==> config.mk <==
export PLATFORM = sky130hd
export DESIGN_NAME = gpio_port_regs
export DESIGN_NICKNAME = d
export VERILOG_FILES = /design/src/rtl/gpio_port_pkg.sv /design/src/rtl/gpio_addr_decode.sv /design/src/rtl/gpio_sync.sv /design/src/rtl/gpio_pad_ctrl.sv /design/src/rtl/gpio_port_regs.sv
export SDC_FILE = /design/constraint.sdc
export NUM_CORES = 1
export LEC_CHECK = 0
export BUFFER_PORTS_ARGS = -buffer_cell sky130_fd_sc_hd__clkbuf_2
export CORE_AREA = 2 2 56 58
export DETAILED_ROUTE_END_ITERATION = 6
export DIE_AREA = 0 0 58 60
export HOLD_SLACK_MARGIN = 0.08
export MAX_ROUTING_LAYER = met4
export PLACE_DENSITY = 0.72
export SETUP_SLACK_MARGIN = 0.2
export SLEW_MARGIN = 10
export SYNTH_ARGS = -nofsm -noshare
export SYNTH_HDL_FRONTEND = slang
export SYNTH_HIERARCHICAL = 1
export SYNTH_SLANG_ARGS = --single-unit
==> constraint.sdc <==
create_clock -name clk -period 5.25 [get_ports clk]
set_clock_uncertainty 0.1 [all_clocks]
set_input_delay 0.7875 -clock clk [delete_from_list [all_inputs] [get_ports clk]]
set_output_delay 0.7875 -clock clk [all_outputs]
set_load 0.005 [all_outputs]
==> src/rtl/gpio_port_pkg.sv <==
package gpio_port_pkg;

    localparam int DATA_W = 8;

    typedef struct packed {
        logic [DATA_W-1:0] port;
        logic [DATA_W-1:0] dir;
    } gpio_regs_t;

    typedef struct packed {
        logic port;
        logic dir;
        logic pin;
    } gpio_sel_t;

endpackage

==> src/rtl/gpio_addr_decode.sv <==
module gpio_addr_decode
    import gpio_port_pkg::*;
#(
    parameter int ADDR_W     = 8,
    parameter int PORT_OFS   = 'h14,
    parameter int DIR_OFS    = 'h13,
    parameter int PIN_OFS    = 'h0F,
    parameter int ALIAS_STEP = 'h20
) (
    input  logic [ADDR_W-1:0] addr,
    output gpio_sel_t         sel
);

    localparam logic [ADDR_W-1:0] PORT_A = ADDR_W'(PORT_OFS);
    localparam logic [ADDR_W-1:0] PORT_B = ADDR_W'(PORT_OFS + ALIAS_STEP);
    localparam logic [ADDR_W-1:0] DIR_A  = ADDR_W'(DIR_OFS);
    localparam logic [ADDR_W-1:0] DIR_B  = ADDR_W'(DIR_OFS + ALIAS_STEP);
    localparam logic [ADDR_W-1:0] PIN_A  = ADDR_W'(PIN_OFS);
    localparam logic [ADDR_W-1:0] PIN_B  = ADDR_W'(PIN_OFS + ALIAS_STEP);

    always_comb begin
        sel.port = (addr == PORT_A) || (addr == PORT_B);
        sel.dir  = (addr == DIR_A)  || (addr == DIR_B);
        sel.pin  = (addr == PIN_A)  || (addr == PIN_B);
    end

endmodule

==> src/rtl/gpio_sync.sv <==
module gpio_sync #(
    parameter int W      = 6,
    parameter int STAGES = 2
) (
    input  logic         clk,
    input  logic         rst_n,
    input  logic [W-1:0] async_in,
    output logic [W-1:0] sync_out
);

    logic [W-1:0] stage_d [STAGES];
    logic [W-1:0] stage_q [STAGES];

    genvar s;
    generate
        for (s = 0; s < STAGES; s++) begin : g_stage
            if (s == 0) begin : g_first
                always_comb stage_d[s] = async_in;
            end else begin : g_next
                always_comb stage_d[s] = stage_q[s-1];
            end

            always_ff @(posedge clk or negedge rst_n) begin
                if (!rst_n) stage_q[s] <= '0;
                else        stage_q[s] <= stage_d[s];
            end
        end
    endgenerate

    assign sync_out = stage_q[STAGES-1];

endmodule

==> src/rtl/gpio_pad_ctrl.sv <==
module gpio_pad_ctrl #(
    parameter int PIN_COUNT = 6
) (
    input  logic [PIN_COUNT-1:0] port_bits,
    input  logic [PIN_COUNT-1:0] dir_bits,
    output logic [PIN_COUNT-1:0] pad_out,
    output logic [PIN_COUNT-1:0] pad_oe,
    output logic [PIN_COUNT-1:0] pad_pu
);

    genvar i;
    generate
        for (i = 0; i < PIN_COUNT; i++) begin : g_pin
            always_comb begin
                pad_oe[i]  = dir_bits[i];
                pad_out[i] = dir_bits[i] & port_bits[i];
                pad_pu[i]  = ~dir_bits[i] & port_bits[i];
            end
        end
    endgenerate

endmodule

==> src/rtl/gpio_port_regs.sv <==
module gpio_port_regs
    import gpio_port_pkg::*;
#(
    parameter int PIN_COUNT  = 6,
    parameter int ADDR_W     = 8,
    parameter int PORT_OFS   = 'h14,
    parameter int DIR_OFS    = 'h13,
    parameter int PIN_OFS    = 'h0F,
    parameter int ALIAS_STEP = 'h20,
    parameter int SYNC_DEPTH = 2
) (
    input  logic                 clk,
    input  logic                 rst_n,
    input  logic [ADDR_W-1:0]    bus_addr,
    input  logic                 bus_wr,
    input  logic [DATA_W-1:0]    bus_wdata,
    output logic [DATA_W-1:0]    bus_rdata,
    input  logic [PIN_COUNT-1:0] pad_in,
    output logic [PIN_COUNT-1:0] pad_out,
    output logic [PIN_COUNT-1:0] pad_oe,
    output logic [PIN_COUNT-1:0] pad_pu
);

    localparam logic [DATA_W-1:0] PIN_MASK = DATA_W'((1 << PIN_COUNT) - 1);

    gpio_sel_t          sel;
    gpio_regs_t         regs_d;
    gpio_regs_t         regs_q;
    logic [PIN_COUNT-1:0] pin_sync;
    logic [DATA_W-1:0]  wr_bits;

    gpio_addr_decode #(
        .ADDR_W    (ADDR_W),
        .PORT_OFS  (PORT_OFS),
        .DIR_OFS   (DIR_OFS),
        .PIN_OFS   (PIN_OFS),
        .ALIAS_STEP(ALIAS_STEP)
    ) u_decode (
        .addr(bus_addr),
        .sel (sel)
    );

    gpio_sync #(
        .W     (PIN_COUNT),
        .STAGES(SYNC_DEPTH)
    ) u_sync (
        .clk     (clk),
        .rst_n   (rst_n),
        .async_in(pad_in),
        .sync_out(pin_sync)
    );

    // Next-state: reserved bits are masked away before they reach storage.
    always_comb begin
        regs_d  = regs_q;
        wr_bits = bus_wdata & PIN_MASK;
        if (bus_wr) begin
            if (sel.port)      regs_d.port = wr_bits;
            else if (sel.dir)  regs_d.dir  = wr_bits;
            else if (sel.pin)  regs_d.port = regs_q.port ^ wr_bits;
        end
    end

    always_ff @(posedge clk or negedge rst_n) begin
        if (!rst_n) regs_q <= '0;
        else        regs_q <= regs_d;
    end

    // Read mux: unmapped addresses return zero.
    always_comb begin
        bus_rdata = '0;
        if (sel.port)     bus_rdata = regs_q.port & PIN_MASK;
        else if (sel.dir) bus_rdata = regs_q.dir & PIN_MASK;
        else if (sel.pin) bus_rdata = DATA_W'(pin_sync);
    end

    gpio_pad_ctrl #(
        .PIN_COUNT(PIN_COUNT)
    ) u_pad (
        .port_bits(regs_q.port[PIN_COUNT-1:0]),
        .dir_bits (regs_q.dir[PIN_COUNT-1:0]),
        .pad_out  (pad_out),
        .pad_oe   (pad_oe),
        .pad_pu   (pad_pu)
    );

endmodule

# Word-level counts from Yosys, hierarchy flattened
# Cells that the tools add are included.
# totals
ff_bits	26
word_cells	43
# classes
n_eq_ne	7
mux	6
bitwise	20
reduce_logical	6
# op_table
op	count
equality test 8 x 6 -> 1 bit, second input constant	3
two-way mux 8 bit	3
two-way mux 6 bit	3
equality test 8 x 5 -> 1 bit, second input constant	2
AND 1 bit	12
equality test 8 x 4 -> 1 bit, second input constant	1
bitwise XOR 8 x 6 -> 8 bit	1
NOT 1 bit	7
AND reduction 3 bit	2
logical OR 1 bit	3
inequality test 2 x 1 -> 1 bit, second input constant	1
nonzero test 2 bit	1

# Depth between registers and ports, before layout
# logic_depth
ltp_word	5
depth_mapped	7

# Hierarchy
# Netlist, hierarchy kept.
# modules_own_cells
module	instances	cells_per_inst	area_per_inst_um2
gpio_port_regs	1	79	765.7
gpio_sync	1	12	300.3
gpio_pad_ctrl	1	18	120.1
gpio_addr_decode	1	6	47.5

# Worst setup path after synthesis
# OpenSTA, ideal clock, no wires.
# synth_timing
kind	input -> output
startpoint	in bus_addr[7]
endpoint	out bus_rdata[2]
arrival_ps	2192
required_ps	4363
path_slack_ps	2170
path_stages	7
n_path_buf	2
path_cell_list	or4b_1 nor3_1 buf_6 nor2b_4 buf_6 a221oi_1 a21oi_1
# synth_lines
item	line_no	rtl
start, declared	gpio_port_regs.sv:14	input logic [ADDR_W-1:0] bus_addr,
end, declared	gpio_port_regs.sv:17	output logic [DATA_W-1:0] bus_rdata,

==> key figures <==
Synthesis
  – Synthesized area per cell: 10.73 um2
  – Synth Area in Simple Gates: between 10% and 20%
  – Asr flop ratio synth: 100.0%
  – Largest area contributor in the netlist: dfrtp_1
  – Post-Synth XOR/XNOR Area: 0%
  – Seq/Total Area, Yosys: 48.68%
  – #FFs+latches synth: 24
  – Post-synth EDFFs: 0
  – Gate Count Post-Synth: 115
  – Proportion of synthesized area in mux cells: about 5.5%
  – Netlist area before placement: 1234 um2
  – Yosys warnings: 6
  – Post-synth top area share: 48.68%
  – Distinct cells, synth: 31
  – Synth Area in Compound Gates: ~17%
  – Adder-Cell Fraction of Synth Area: 0%
  – Largest family of logic cells by synthesized area: simple AND/OR/NAND/NOR gates
  – Primary FF master, synth: dfrtp_1
  – Largest cells by area after synthesis: dfrtp_1 49%, buf_4 5.5%, mux2_2 5.5%

Global route
  – Total global-route track usage: 16.14%
  – Vias in the first global route: 950
  – Largest net degree at the start of global routing: 25
  – First-pass GRT wire length: around 4300 um
  – GR Overflow Total: 0
  – Initial antenna violation count: 0

Power
  – Cell-internal power: 0.2499 mW
  – Pleak: 0.7038 nW
  – Sw frac: approximately 23%
  – Logic pwr share: 9.1%
  – Pwr dens: 224.0 nW/um2
  – Clock power share: slightly below 30%
  – Net Sw Power: 0.07303 mW
  – Sequential share of power: between 60% and 70%
  – Peak supply drop: 209.4 uV

Timing
  – Unrepaired setup endpoints after global routing: no
  – Period utilization: 63.49%
  – Fmax: 300.0 MHz
  – Final max-slew violation count: 0
  – PnR worst setup slack: 1.917 ns
  – # setup viols final: 0
  – Final Hold Vio Count: 0
  – Final Critical Period: 3.333 ns
  – Setup Total Neg Slack: 0 ns
  – Rel. slew slack: 61.03%
  – Worst-Margin Slew: 0.5846 ns

Placement
  – Dpl hpwl: 1938 um
  – Number of I/O port buffers: 45
  – Placement Setup Slack: a little under 2 ns
  – RePlAce Congestion: 0.7742

Die
  – Num rows: 20
  – Die height: 60 um
  – Placeable Area: 2903 um2
  – DIE WIDTH: 58 um
  – Die footprint: 3480 um2
  – IO Pins: 51
  – Initial core utilization: 42.50%

Worst setup path
  – CP Capture Type: output port
  – Worst path most repeated cell: clkbuf_2
  – Critical Path RT: about 4.4 ns
  – Max stage delay cell, worst path: or4b_1
  – Maximum fanout along the worst path: 10
  – R2r worst-path depth: 3
  – WS Path Type: in -> out
  – Startpoint types: primary input
  – RR Endpoint: regs_q[12]
  – CP top delay family: simple AND/OR/NAND/NOR gates
  – Levels on crit path: 8
  – FF-to-FF setup slack: 4.22 ns
  – Max incr delay on CP: 0.56 ns
  – R2r startpoint: regs_q[12]
  – CP arrival: 2.45 ns
  – WP buf/inv: 3
  – Cell Chain, Critical Path: clkbuf_2, or4b_1, nor3_1, buf_4, nor2b_4, a221oi_1, a21oi_1, clkbuf_2

Clock network
  – Insertion delay to the later sink of the worst-skew pair: 0.30 ns
  – Clk sinks: 24
  – # resized after CTS: 0
  – Max Root-Sink Buffers: 2
  – H-tree depth: 1
  – Setup bufs post-CTS: 0
  – CTS buffer count: 3
  – CTS tree: built
  – Post-CTS Hold Buffers: 0
  – Root Driver: clkbuf_4
  – Clk slew on worst S/H paths: about 0.13 ns

Routing
  – Drt wl/cell: 13.63 um
  – Via count: 984
  – Drc violations: 0
  – Initial drt markers: 16
  – Vias per cell: 5.262
  – Routed WL: around 2500 um
  – TritonRoute pass-1 iters: 4
  – ANT nets after route: 0

Cells and area
  – Area Overhead vs Synth: 16.84%
  – Most frequent cells in the layout: 45 x clkbuf_2, 24 x dfrtp_1, 12 x nand2_1
  – Ant. Diodes: 0
  – Most common cell after layout, fill and taps aside: clkbuf_2
  – Net count, final: 180
  – Share of cells above drive strength 1: 42.21%

Min path
  – Hold Crit Class: reg -> reg
  – Hold endpoint: u_sync/sync_out[2]
  – Hold path startpoint: u_sync/stage_d[2]
  – Hold depth: 0

Job
  – Max Cap Viol: 0

Run status
  – Run status: finished, final reports clean
## cell type report
type	instances	area, um2
Fill cell	285	1461
Sequential cell	24	600.6
Multi-Input combinational cell	76	511.7
Timing Repair Buffer	47	240.2
Tap cell	33	41.29
Clock buffer	4	36.28
Inverter	3	11.26
## power by group through the flow
| stage | Combinational [mW] | Sequential [mW] | Clock, mW |
|---|---|---|---|
| after floorplan | 0.0186 | 0.201 | 0 |
| after global placement | 0.0283 | 0.202 | 0 |
| after detailed placement | 0.0297 | 0.203 | 0 |
| after CTS | 0.0298 | 0.199 | 0.0988 |
| after global routing | 0.0330 | 0.201 | 0.106 |
| final | 0.0292 | 0.199 | 0.0943 |
## worst max path at each step
stage / startpoint / end
6_report: bus_addr[7] / bus_rdata[3]
5_1_grt: bus_addr[7] / bus_rdata[3]
4_1_cts: bus_addr[7] / bus_rdata[3]
3_5_place_dp: bus_addr[7] / bus_rdata[3]
3_3_place_gp: bus_addr[7] / bus_rdata[2]
2_1_floorplan: bus_addr[7] / bus_rdata[2]
## through the flow
stage / std cells / power [mW] / hold WS [ns] / area (um2) / utilization [%]
6_report: 187 / 0.3229 / 0.2622 / 1441 / 49.66
3_3_place_gp: 183 / 0.2308 / 0.2316 / 1405 / 48.41
5_1_grt: 187 / 0.3401 / 0.2683 / 1441 / 49.66
4_1_cts: 187 / 0.3281 / 0.2646 / 1441 / 49.66
2_1_floorplan: 116 / 0.2200 / 0.2312 / 1237 / -
3_5_place_dp: 183 / 0.2329 / 0.2347 / 1405 / 48.41
## cell usage after synthesis, types with 2 or more instances
cell type  number
a211oi_1        2
a21o_1          3
a21oi_1         9
a221oi_1        2
a22oi_1         3
and2_1          6
buf_4           9
buf_6           2
dfrtp_1        24
inv_1           2
mux2_2          6
nand2_1        12
nand3b_1        2
nor2b_1         6
nor3_1          3
o21ai_0         7
o22ai_1         3
## worst register-to-register path: cells and delay by family, from the launching register on
| kind | cells | cell delay [ns] |
|---|---|---|
| AOI/OAI and AO/OA | 2 | 0.29 |
| DFF | 1 | 0.47 |
| and+or+nand+nor | 1 | 0.11 |
## registers in the layout, summed over array words and instances, names as in the netlist
signal           flops
u_sync/stage_d       6
regs_q              12
u_sync/sync_out      6
## routing by layer
metal / vias to the layer above / GRT usage [%] / share of wire [%]
met3: 2 / 1.732 / 5.8
met5: - / - / 0
met4: 0 / 5.316 / 0.27
li1: 478 / - / -
met2: 31 / 27.11 / 51
met1: 473 / 20.47 / 42
## kinds of logic after synthesis
logic type,count (synthesis)
and+or+nand+nor,36
AOI/OAI and AO/OA,32
DFF,24
buffers and inverters,16
muxes,6
other,1
Note: power is estimated with default switching activity, not from simulation.
